$ cat src/rtl/vsum_pkg.sv
package vsum_pkg;
  typedef enum logic [1:0] {
    ST_IDLE = 2'd0,
    ST_ACC  = 2'd1,
    ST_COLL = 2'd2
  } vsum_state_e;
endpackage

$ cat src/rtl/vsum_add_pipe.sv
module vsum_add_pipe #(
  parameter int W      = 64,
  parameter int STAGES = 8
) (
  input  logic         clk,
  input  logic         rst,
  input  logic         vld_i,
  input  logic [W-1:0] a_i,
  input  logic [W-1:0] b_i,
  output logic         vld_o,
  output logic [W-1:0] sum_o
);
  logic [STAGES-1:0] vld_q;
  logic [W-1:0]      dat_q [STAGES];

  always_ff @(posedge clk) begin
    if (rst) vld_q[0] <= 1'b0;
    else     vld_q[0] <= vld_i;
    dat_q[0] <= a_i + b_i;
  end

  for (genvar s = 1; s < STAGES; s++) begin : g_stage
    always_ff @(posedge clk) begin
      if (rst) vld_q[s] <= 1'b0;
      else     vld_q[s] <= vld_q[s-1];
      dat_q[s] <= dat_q[s-1];
    end
  end

  assign vld_o = vld_q[STAGES-1];
  assign sum_o = dat_q[STAGES-1];
endmodule

$ cat src/rtl/vsum_delay_buf.sv
module vsum_delay_buf #(
  parameter int W     = 64,
  parameter int DEPTH = 16,
  localparam int PTR_W = $clog2(DEPTH)
) (
  input  logic             clk,
  input  logic             rst,
  input  logic             we,
  input  logic [W-1:0]     wdata,
  input  logic [PTR_W-1:0] rd_dist,
  output logic [W-1:0]     rdata
);
  logic [W-1:0]     mem [DEPTH];
  logic [PTR_W-1:0] wr_ptr;
  logic [PTR_W-1:0] rd_ptr;

  always_ff @(posedge clk) begin
    if (rst)     wr_ptr <= '0;
    else if (we) wr_ptr <= wr_ptr + 1'b1;
  end

  always_ff @(posedge clk) begin
    if (we) mem[wr_ptr] <= wdata;
  end

  assign rd_ptr = wr_ptr - rd_dist;
  assign rdata  = mem[rd_ptr];
endmodule

$ cat src/rtl/vsum_reducer.sv
module vsum_reducer #(
  parameter int DATA_W     = 64,
  parameter int ADD_STAGES = 8,
  parameter int BUF_DEPTH  = 16
) (
  input  logic              clk,
  input  logic              rst,
  input  logic              in_valid,
  input  logic [DATA_W-1:0] in_data,
  input  logic              in_last,
  output logic              in_ready,
  output logic [DATA_W-1:0] res_data,
  output logic              res_done
);
  import vsum_pkg::*;

  localparam int LANES  = ADD_STAGES;
  localparam int STEPS  = $clog2(LANES);
  localparam int STEP_W = $clog2(STEPS + 1) + 1;
  localparam int CNT_W  = $clog2(LANES) + 1;
  localparam int PTR_W  = $clog2(BUF_DEPTH);

  vsum_state_e       state_q;
  logic [CNT_W-1:0]  fill_q;
  logic              last_seen_q;
  logic [STEP_W-1:0] step_q;
  logic [CNT_W-1:0]  ocnt_q;

  logic              accept;
  logic              feeding;
  logic              end_acc;
  logic [CNT_W-1:0]  half;
  logic [CNT_W-1:0]  step_end;
  logic              add_vld;
  logic [DATA_W-1:0] add_a;
  logic [DATA_W-1:0] add_b;
  logic              sum_vld;
  logic [DATA_W-1:0] sum;
  logic [DATA_W-1:0] buf_rd;

  assign in_ready = (state_q == ST_IDLE) || ((state_q == ST_ACC) && !last_seen_q);
  assign accept   = in_valid && in_ready;
  assign feeding  = (state_q == ST_ACC) || ((state_q == ST_IDLE) && accept);
  assign end_acc  = (state_q == ST_ACC) && (last_seen_q || (accept && in_last))
                    && (fill_q == CNT_W'(LANES - 1));

  assign half     = CNT_W'(LANES) >> (step_q + 1'b1);
  assign step_end = (half << 1) - 1'b1;

  always_comb begin
    add_vld = 1'b0;
    add_a   = '0;
    add_b   = '0;
    if (feeding) begin
      add_vld = 1'b1;
      add_a   = accept ? in_data : '0;
      add_b   = sum_vld ? sum : '0;
    end else if ((state_q == ST_COLL) && sum_vld && (step_q < STEP_W'(STEPS))
                 && (ocnt_q >= half)) begin
      add_vld = 1'b1;
      add_a   = buf_rd;
      add_b   = sum;
    end
  end

  vsum_add_pipe #(.W(DATA_W), .STAGES(ADD_STAGES)) u_add (
    .clk   (clk),
    .rst   (rst),
    .vld_i (add_vld),
    .a_i   (add_a),
    .b_i   (add_b),
    .vld_o (sum_vld),
    .sum_o (sum)
  );

  vsum_delay_buf #(.W(DATA_W), .DEPTH(BUF_DEPTH)) u_dly (
    .clk     (clk),
    .rst     (rst),
    .we      (state_q == ST_COLL),
    .wdata   (sum),
    .rd_dist (PTR_W'(half)),
    .rdata   (buf_rd)
  );

  always_ff @(posedge clk) begin
    if (rst) begin
      state_q     <= ST_IDLE;
      fill_q      <= '0;
      last_seen_q <= 1'b0;
      step_q      <= '0;
      ocnt_q      <= '0;
      res_data    <= '0;
      res_done    <= 1'b0;
    end else begin
      res_done <= 1'b0;
      case (state_q)
        ST_IDLE: begin
          if (accept) begin
            state_q     <= ST_ACC;
            fill_q      <= CNT_W'(1);
            last_seen_q <= in_last;
          end
        end
        ST_ACC: begin
          if (fill_q != CNT_W'(LANES - 1)) fill_q <= fill_q + 1'b1;
          if (accept && in_last) last_seen_q <= 1'b1;
          if (end_acc) begin
            state_q     <= ST_COLL;
            last_seen_q <= 1'b0;
            step_q      <= '0;
            ocnt_q      <= '0;
          end
        end
        ST_COLL: begin
          if (sum_vld) begin
            if (step_q == STEP_W'(STEPS)) begin
              res_data <= sum;
              res_done <= 1'b1;
              state_q  <= ST_IDLE;
              fill_q   <= '0;
              step_q   <= '0;
            end else if (ocnt_q == step_end) begin
              step_q <= step_q + 1'b1;
              ocnt_q <= '0;
            end else begin
              ocnt_q <= ocnt_q + 1'b1;
            end
          end
        end
        default: state_q <= ST_IDLE;
      endcase
    end
  end
endmodule

$ cat config.mk
export PLATFORM = sky130hd
export DESIGN_NAME = vsum_reducer
export DESIGN_NICKNAME = d
export VERILOG_FILES = /design/src/rtl/vsum_pkg.sv /design/src/rtl/vsum_add_pipe.sv /design/src/rtl/vsum_delay_buf.sv /design/src/rtl/vsum_reducer.sv
export SDC_FILE = /design/constraint.sdc
export NUM_CORES = 2
export LEC_CHECK = 0
export BUFFER_PORTS_ARGS = -buffer_cell sky130_fd_sc_hd__buf_2
export CAP_MARGIN = 30
export CORE_MARGIN = 2
export CORE_UTILIZATION = 62
export DETAILED_ROUTE_END_ITERATION = 8
export PLACE_DENSITY = 0.79
export SETUP_SLACK_MARGIN = 0.3
export SYNTH_ARGS = -nofsm -noshare
export SYNTH_HDL_FRONTEND = slang
export SYNTH_SLANG_ARGS = --single-unit
export TNS_END_PERCENT = 30
$ cat constraint.sdc
create_clock -name clk -period 8.2 [get_ports clk]
set_clock_uncertainty 0.1 [all_clocks]
set_input_delay 0.41 -clock clk [delete_from_list [all_inputs] [get_ports clk]]
set_output_delay 0.41 -clock clk [all_outputs]
set_load 0.01 [all_outputs]
== After elaboration in Yosys (flattened, before gate mapping) ==
Memories as Yosys holds them, arrays and structs flattened.
Index checks and enable logic that the tools add are counted.

* Add/sub/neg operators: 7
* Magnitude comparators: 2
* Equality and inequality tests: 14
* Shifts and indexed selects: 1
* Multiplexer cells: 35
* Bitwise operators: 2
* Reduce and logical (&&, ||, !) cells: 24

{| class="wikitable"
|+ Operators by type and width
! cell !! number
|-
| $mux 64 || 6
|-
| $add 64x64->64 || 1
|-
| $mux 4 || 8
|-
| $add 4x1->4 const B || 3
|-
| $mux 3 || 4
|-
| $pmux 4 s3 || 1
|-
| $reduce_and 4->1 || 3
|-
| $ne 2x2->1 const B || 5
|-
| $logic_and 1x1->1 || 9
|-
| $mux 1 || 8
|-
| $mux 2 || 4
|-
| $pmux 4 s2 || 1
|-
| $pmux 2 s3 || 1
|-
| $pmux 3 s2 || 1
|-
| $reduce_and 3->1 || 2
|-
| $reduce_and 5->1 || 1
|-
| $eq 4x3->1 const B || 1
|-
| $eq 4x4->1 || 1
|-
| $ge 4x4->1 || 1
|-
| $ne 4x3->1 const B || 1
|-
| $reduce_bool 2->1 || 2
|-
| $shr 4x3->4 const A || 1
|-
| $sub 4x1->4 const B || 1
|-
| $sub 4x4->4 || 1
|-
| other kinds (15) || 18
|}

* Bits in registers: 91
* RAM bits: 1,536
* Input bits: 68
* Output and inout port bits: 66
* Word-level logic and storage cells: 103
* Memories kept: 2

{| class="wikitable"
|+ Memories
! memory !! words !! bits a word !! read ports !! clocked after memory_dff !! wr ports !! line !! RTL
|-
| u_dly.mem || 16 || 64 || 1 || 0 || 1 || vsum_delay_buf.sv:13 || <nowiki>logic [W-1:0] mem [DEPTH];</nowiki>
|-
| u_add.dat_q || 8 || 64 || 8 || 0 || 8 || vsum_add_pipe.sv:14 || <nowiki>logic [W-1:0] dat_q [STAGES];</nowiki>
|}

== Depth between registers and ports, before layout ==
* Word-level depth: 10
* Mapped depth: 25
* Depth with buffers taken out: 23

== Cells and area by module ==
From an unflattened synthesis, not the netlist that was laid out.

* Cells, all modules: 3,840
* Area, all modules: 60,255.3 sq um

{| class="wikitable"
|+ By module, submodules not included
! module !! instances !! cells each !! area an instance (sq um) !! seq. area each (sq um)
|-
| vsum_delay_buf || 1 || 1,800 || 39,938.3 || 30,829.6
|-
| vsum_add_pipe || 1 || 1,166 || 14,869.3 || 10,410.0
|-
| vsum_reducer || 1 || 874 || 5,447.7 || 1,581.5
|}

== Worst setup path before layout ==
No wires, ideal clock.

* Path kind: register -> register
* Start point: reg step_q[0]
* End point: mem u_add.dat_q[0][52]
* Setup time: 0.126 ns
* Arrival time: 5.496 ns
* Required time: 7.974 ns
* Setup slack: 2.477 ns
* Cell stages (with the launch flop): 26
* Path buffers: 2
* Clock period less this slack: 5.723 ns
* Cells stage by stage: dfxtp_1 -> ha_1 -> ha_1 -> nand2_1 -> inv_1 -> ha_1 -> inv_1 -> fa_1 -> buf_1 -> clkbuf_1 -> mux4_2 -> nand2_1 -> nand3_1 -> o211ai_1 -> a21oi_1 -> ha_1 -> fa_1 -> a21o_1 -> a221oi_4 -> a2bb2oi_2 -> o211ai_4 -> a211o_2 -> nor2_1 -> o41a_1 -> o21ai_2 -> xor2_1

{| class="wikitable"
|+ RTL lines
! what !! line !! RTL
|-
| from (decl) || vsum_reducer.sv:26 || <nowiki>logic [STEP_W-1:0] step_q;</nowiki>
|-
| from (signal assigned) || vsum_reducer.sv:123 || <nowiki>step_q <= step_q + 1'b1;</nowiki>
|-
| to (decl) || vsum_add_pipe.sv:14 ||
|}

==> results.py <==
metrics = {
    "yosys": {
        "synth_top_family_by_area": "multiplexers",
        "async_flop_share_pct": 0,
        "syn_nets": 3735,
        "synth_area_um2": 58020,
        "synth_edf_count": 1024,
        "synth_compound_area_share_pct": 4.803,
        "synth_xor_area_share_pct": 1.087,
        "synth_warnings": 0,
        "synthAdderAreaFrac_pct": 1.967,
        "yosys.area_share.simple_pct": 6.888,
        "synthCells": 3577,
        "synth-main-ff-cell": "edfxtp_1",
        "ys_ff_latch": 1627,
        "yosys-mux-area-fraction_pct": 10.01,
        "synth_sequential_area_ratio_pct": 73.81,
        "yosys.cell_types.count": 82,
        "syn_area_per_cell_um2": 16.22,
    },
    "route": {
        "drtPass1Iterations": 6,
        "drt_wl_total_um": 140600,
        "avgRoutedWirePerCell_um": 27.38,
        "via_per_inst": 6.359,
        "ant_nets": 0,
        "drt_iter0_markers": 4238,
        "num_vias": 32660,
        "drc": 0,
    },
    "place": {
        "io_buffers": 133,
        "dp_hpwl_um": 76390,
        "gp_congestion": 0.9350,
    },
    "global_routing": {
        "grt_overflow": 0,
        "grt_use_total_pct": 29.54,
        "antenna_found_initial": 2,
        "grt_pass1_wl_um": 204600,
        "grt_max_degree": 129,
        "grt_pass1_vias": 31970,
    },
    "power_and_ir_drop": {
        "power.share.clock_pct": 36.2,
        "p_int_uw": 15200,
        "p_seq_share_pct": 54.5,
        "combPwrFrac_pct": 9.3,
        "leakage_uw": 0.02339,
        "ir_drop_v": 0.0002632,
        "powerDensity_nw_per_um2": 308.2,
        "p_sw_share_pct": 24.94,
        "switchingPower_uw": 5050,
    },
    "timing": {
        "worst_slew_pin_slew_ns": 1.053,
        "setup_viol": 0,
        "hold_ws_ns": 0.04448,
        "setup_tns_ns": 0,
        "min_period_ns": 6.953,
        "final_max_slew_viol_count": 0,
        "hold_violations": 0,
        "max_freq_mhz": 143.8,
        "period_share_pct": 84.79,
        "relSlewSlack_pct": 29.82,
        "rsz0062_at_grt": "false",
    },
    "critical_path": {
        "cp_data_arrival_time_ns": 7.49,
        "cp_common_cell": "ha_1",
        "path_cells": "ha_1, ha_1, nand2_1, inv_1, ha_4, inv_1, fa_4, buf_12, mux4_2, nand2_1, nand3_1, o211ai_1, a21oi_1, ha_1, a21oi_1, o21ai_0, a221oi_1, o211ai_1, a211oi_2, nor2_2, a21oi_4, nor4b_1, a311o_1",
        "critPathMaxFanout": 66,
        "crit_buf_inv": 3,
        "worstSetupEndpointType": "register",
        "cp_slowest_cell": "fa_4",
        "crit_path_start_kind": "register",
        "slowest_delay_ns": 1.16,
        "required_ns": 8.73,
        "crit_family": "compound AO/OA/AOI/OAI gates",
        "worstSetupPathType": "reg -> reg",
    },
    "floorplanning": {
        "fp.dieH_um": 309.9,
        "die_area_um2": 96040,
        "core_um2": 93050,
        "fp.dieW_um": 309.9,
        "ios": 134,
        "start_util_pct": 62.35,
        "rows": 112,
    },
    "clock_tree": {
        "cts-root-buf": "clkbuf_16",
        "post_cts_buffers": 0,
        "cts_tree": "done",
        "clkLatencyLatePin_ns": 0.78,
        "cts_resized": 0,
        "numCtsBuffers": 153,
        "path_clk_slew_ns": 0.07,
        "htree_levels": 4,
        "cts.sinks": 1627,
        "clockBufferDepth": 3,
    },
    "cells_and_area": {
        "regArea_um2": 42820,
        "antenna_cells": 0,
        "final_util_pct": 70.59,
        "multi_input_area_um2": 14500,
        "drive_gt1_share_pct": 19.30,
        "syn_to_final_growth_pct": 13.22,
        "fillers": 5564,
        "fin_nets": 3907,
    },
    "flow_run": {
        "drv_cap": 0,
    },
    "run_status": {
        "outcome": "completed",
    },
    "worst_hold_path": {
        "hold_path_class": "in -> reg",
    },
}
[registers in the layout, summed over array words and instances, names as in the netlist, 2 cells and up]
register	count
u_dly.mem	1024
u_add.dat_q	512
res_data	64
u_add.vld_q	7
fill_q	4
ocnt_q	4
u_dly.wr_ptr	4
step_q	3
state_q	2
[metrics by stage]
stage | power (uW) | instance area, um2 | instances | setup slack, ns
3_3_place_gp | 12850 | 60230 | 4840 | 1.527
5_1_grt | 20820 | 65680 | 5135 | 0.9769
4_1_cts | 20270 | 65680 | 5135 | 1.373
3_5_place_dp | 12980 | 60360 | 4846 | 1.457
6_report | 20250 | 65680 | 5135 | 1.247
2_1_floorplan | 12070 | 58020 | 3577 | 2.477
[path summary, 6_finish.rpt]
| check | startpoint | to | slack, ns | cells past startpoint |
|---|---|---|---|---|
| worst max-delay path | step_q[0]$_SDFFE_PP0P_ | u_add.dat_q[0][61]$_DFF_P_ | 1.25 | 23 |
| worst min register to register | u_add.dat_q[1][20]$_DFF_P_ | u_add.dat_q[1][84]$_DFF_P_ | 0.20 | 0 |
| worst min-delay path | rst | res_data[1]$_SDFFE_PP0P_ | 0.04 | 2 |
| worst max register to register | step_q[0]$_SDFFE_PP0P_ | u_add.dat_q[0][61]$_DFF_P_ | 1.25 | 23 |
[power by group through the flow]
stage | Combinational [uW] | Sequential (uW) | Clock, uW
2_1_floorplan | 1310 | 10800 | 0
3_3_place_gp | 1790 | 11100 | 0
3_5_place_dp | 1830 | 11100 | 0
4_1_cts | 1870 | 11000 | 7380
5_1_grt | 2010 | 11100 | 7670
6_report | 1890 | 11000 | 7320
[kinds of logic after synthesis]
family / count (synthesis)
fa+ha+maj: 90
compound gates: 428
mux: 260
buf+inv: 209
simple gates: 891
flops: 1627
xor+xnor: 72
[layout by cell type, fill, tap and decap left out, drive strengths merged, types with 10 or more instances in the layout]
cell | Yosys | final
nand4 | 25 | 25
nor3 | 18 | 18
xnor2 | 41 | 41
dfxtp | 603 | 603
o211ai | 53 | 53
a21oi | 206 | 206
nand2b | 12 | 12
nand2 | 555 | 555
buf | 56 | 193
clkbuf | 122 | 215
nand3b | 19 | 19
inv | 31 | 43
xor2 | 31 | 31
nand3 | 77 | 77
ha | 88 | 88
bufinv | 0 | 11
nor2b | 14 | 14
and3 | 10 | 10
edfxtp | 1024 | 1024
mux4 | 256 | 256
and2 | 84 | 84
a32o | 15 | 15
o21bai | 16 | 16
o21ai | 44 | 44
clkinv | 0 | 40
a21o | 35 | 35
nor2 | 54 | 54
[routing by layer]
metal | global-route usage [%] | vias to the layer above | routed length [um]
met5 | 0 | - | 27
met4 | 12.01 | 4 | 5260
met3 | 6.205 | 327 | 14430
met2 | 47.41 | 2101 | 68260
met1 | 40.01 | 16470 | 52600
li1 | - | 13750 | -
[worst register-to-register path, stage by stage (launching register included)]
cell and delay, ns:
dfxtp_1 0.40, ha_1 0.27, ha_1 0.34, nand2_1 0.12, inv_1 0.15, ha_4 0.14
inv_1 0.07, fa_4 1.16, buf_12 0.37, mux4_2 0.45, nand2_1 0.05, nand3_1 0.14
o211ai_1 0.10, a21oi_1 0.34, ha_1 0.39, a21oi_1 0.23, o21ai_0 0.13, a221oi_1 0.42
o211ai_1 0.19, a211oi_2 0.49, nor2_2 0.17, a21oi_4 0.22, nor4b_1 0.08, a311o_1 0.32
[timing repair]
item	4_1_cts	5_1_grt
endpoints found under the hold margin	1	0
hold buffers	2	0
setup endpoints to repair	0	0
[Yosys cell counts, types with 8 or more instances]
master / instances / share of area (%)
a21o_1: 35 / 0.45
a21oi_1: 202 / 1.7
a31oi_1: 8 / 0.086
a32o_1: 15 / 0.26
and2_1: 84 / 0.91
and3_1: 10 / 0.11
buf_1: 19 / 0.12
buf_2: 36 / 0.31
clkbuf_1: 122 / 0.79
dfxtp_1: 603 / 21
edfxtp_1: 1024 / 53
ha_1: 88 / 1.9
inv_1: 30 / 0.19
mux4_2: 256 / 9.9
nand2_1: 554 / 3.6
nand2b_1: 12 / 0.13
nand3_1: 76 / 0.66
nand3b_1: 19 / 0.25
nand4_1: 24 / 0.26
nor2_1: 53 / 0.34
nor2b_1: 14 / 0.15
nor3_1: 18 / 0.16
o211ai_1: 51 / 0.66
o21a_1: 9 / 0.12
o21ai_0: 32 / 0.28
o21ai_1: 10 / 0.086
o21bai_1: 15 / 0.19
xnor2_1: 41 / 0.62
xor2_1: 31 / 0.47
[final cells by class]
class / count / share of cell area, %
clock buffer: 215 / 6.840
clock inverter: 72 / 1.231
inverter: 31 / 0.1772
multi-input combinational: 1741 / 22.07
sequential: 1627 / 65.19
tap: 1254 / 2.389
timing repair buffer: 195 / 2.099
Note: power is estimated with default switching activity, not from simulation.
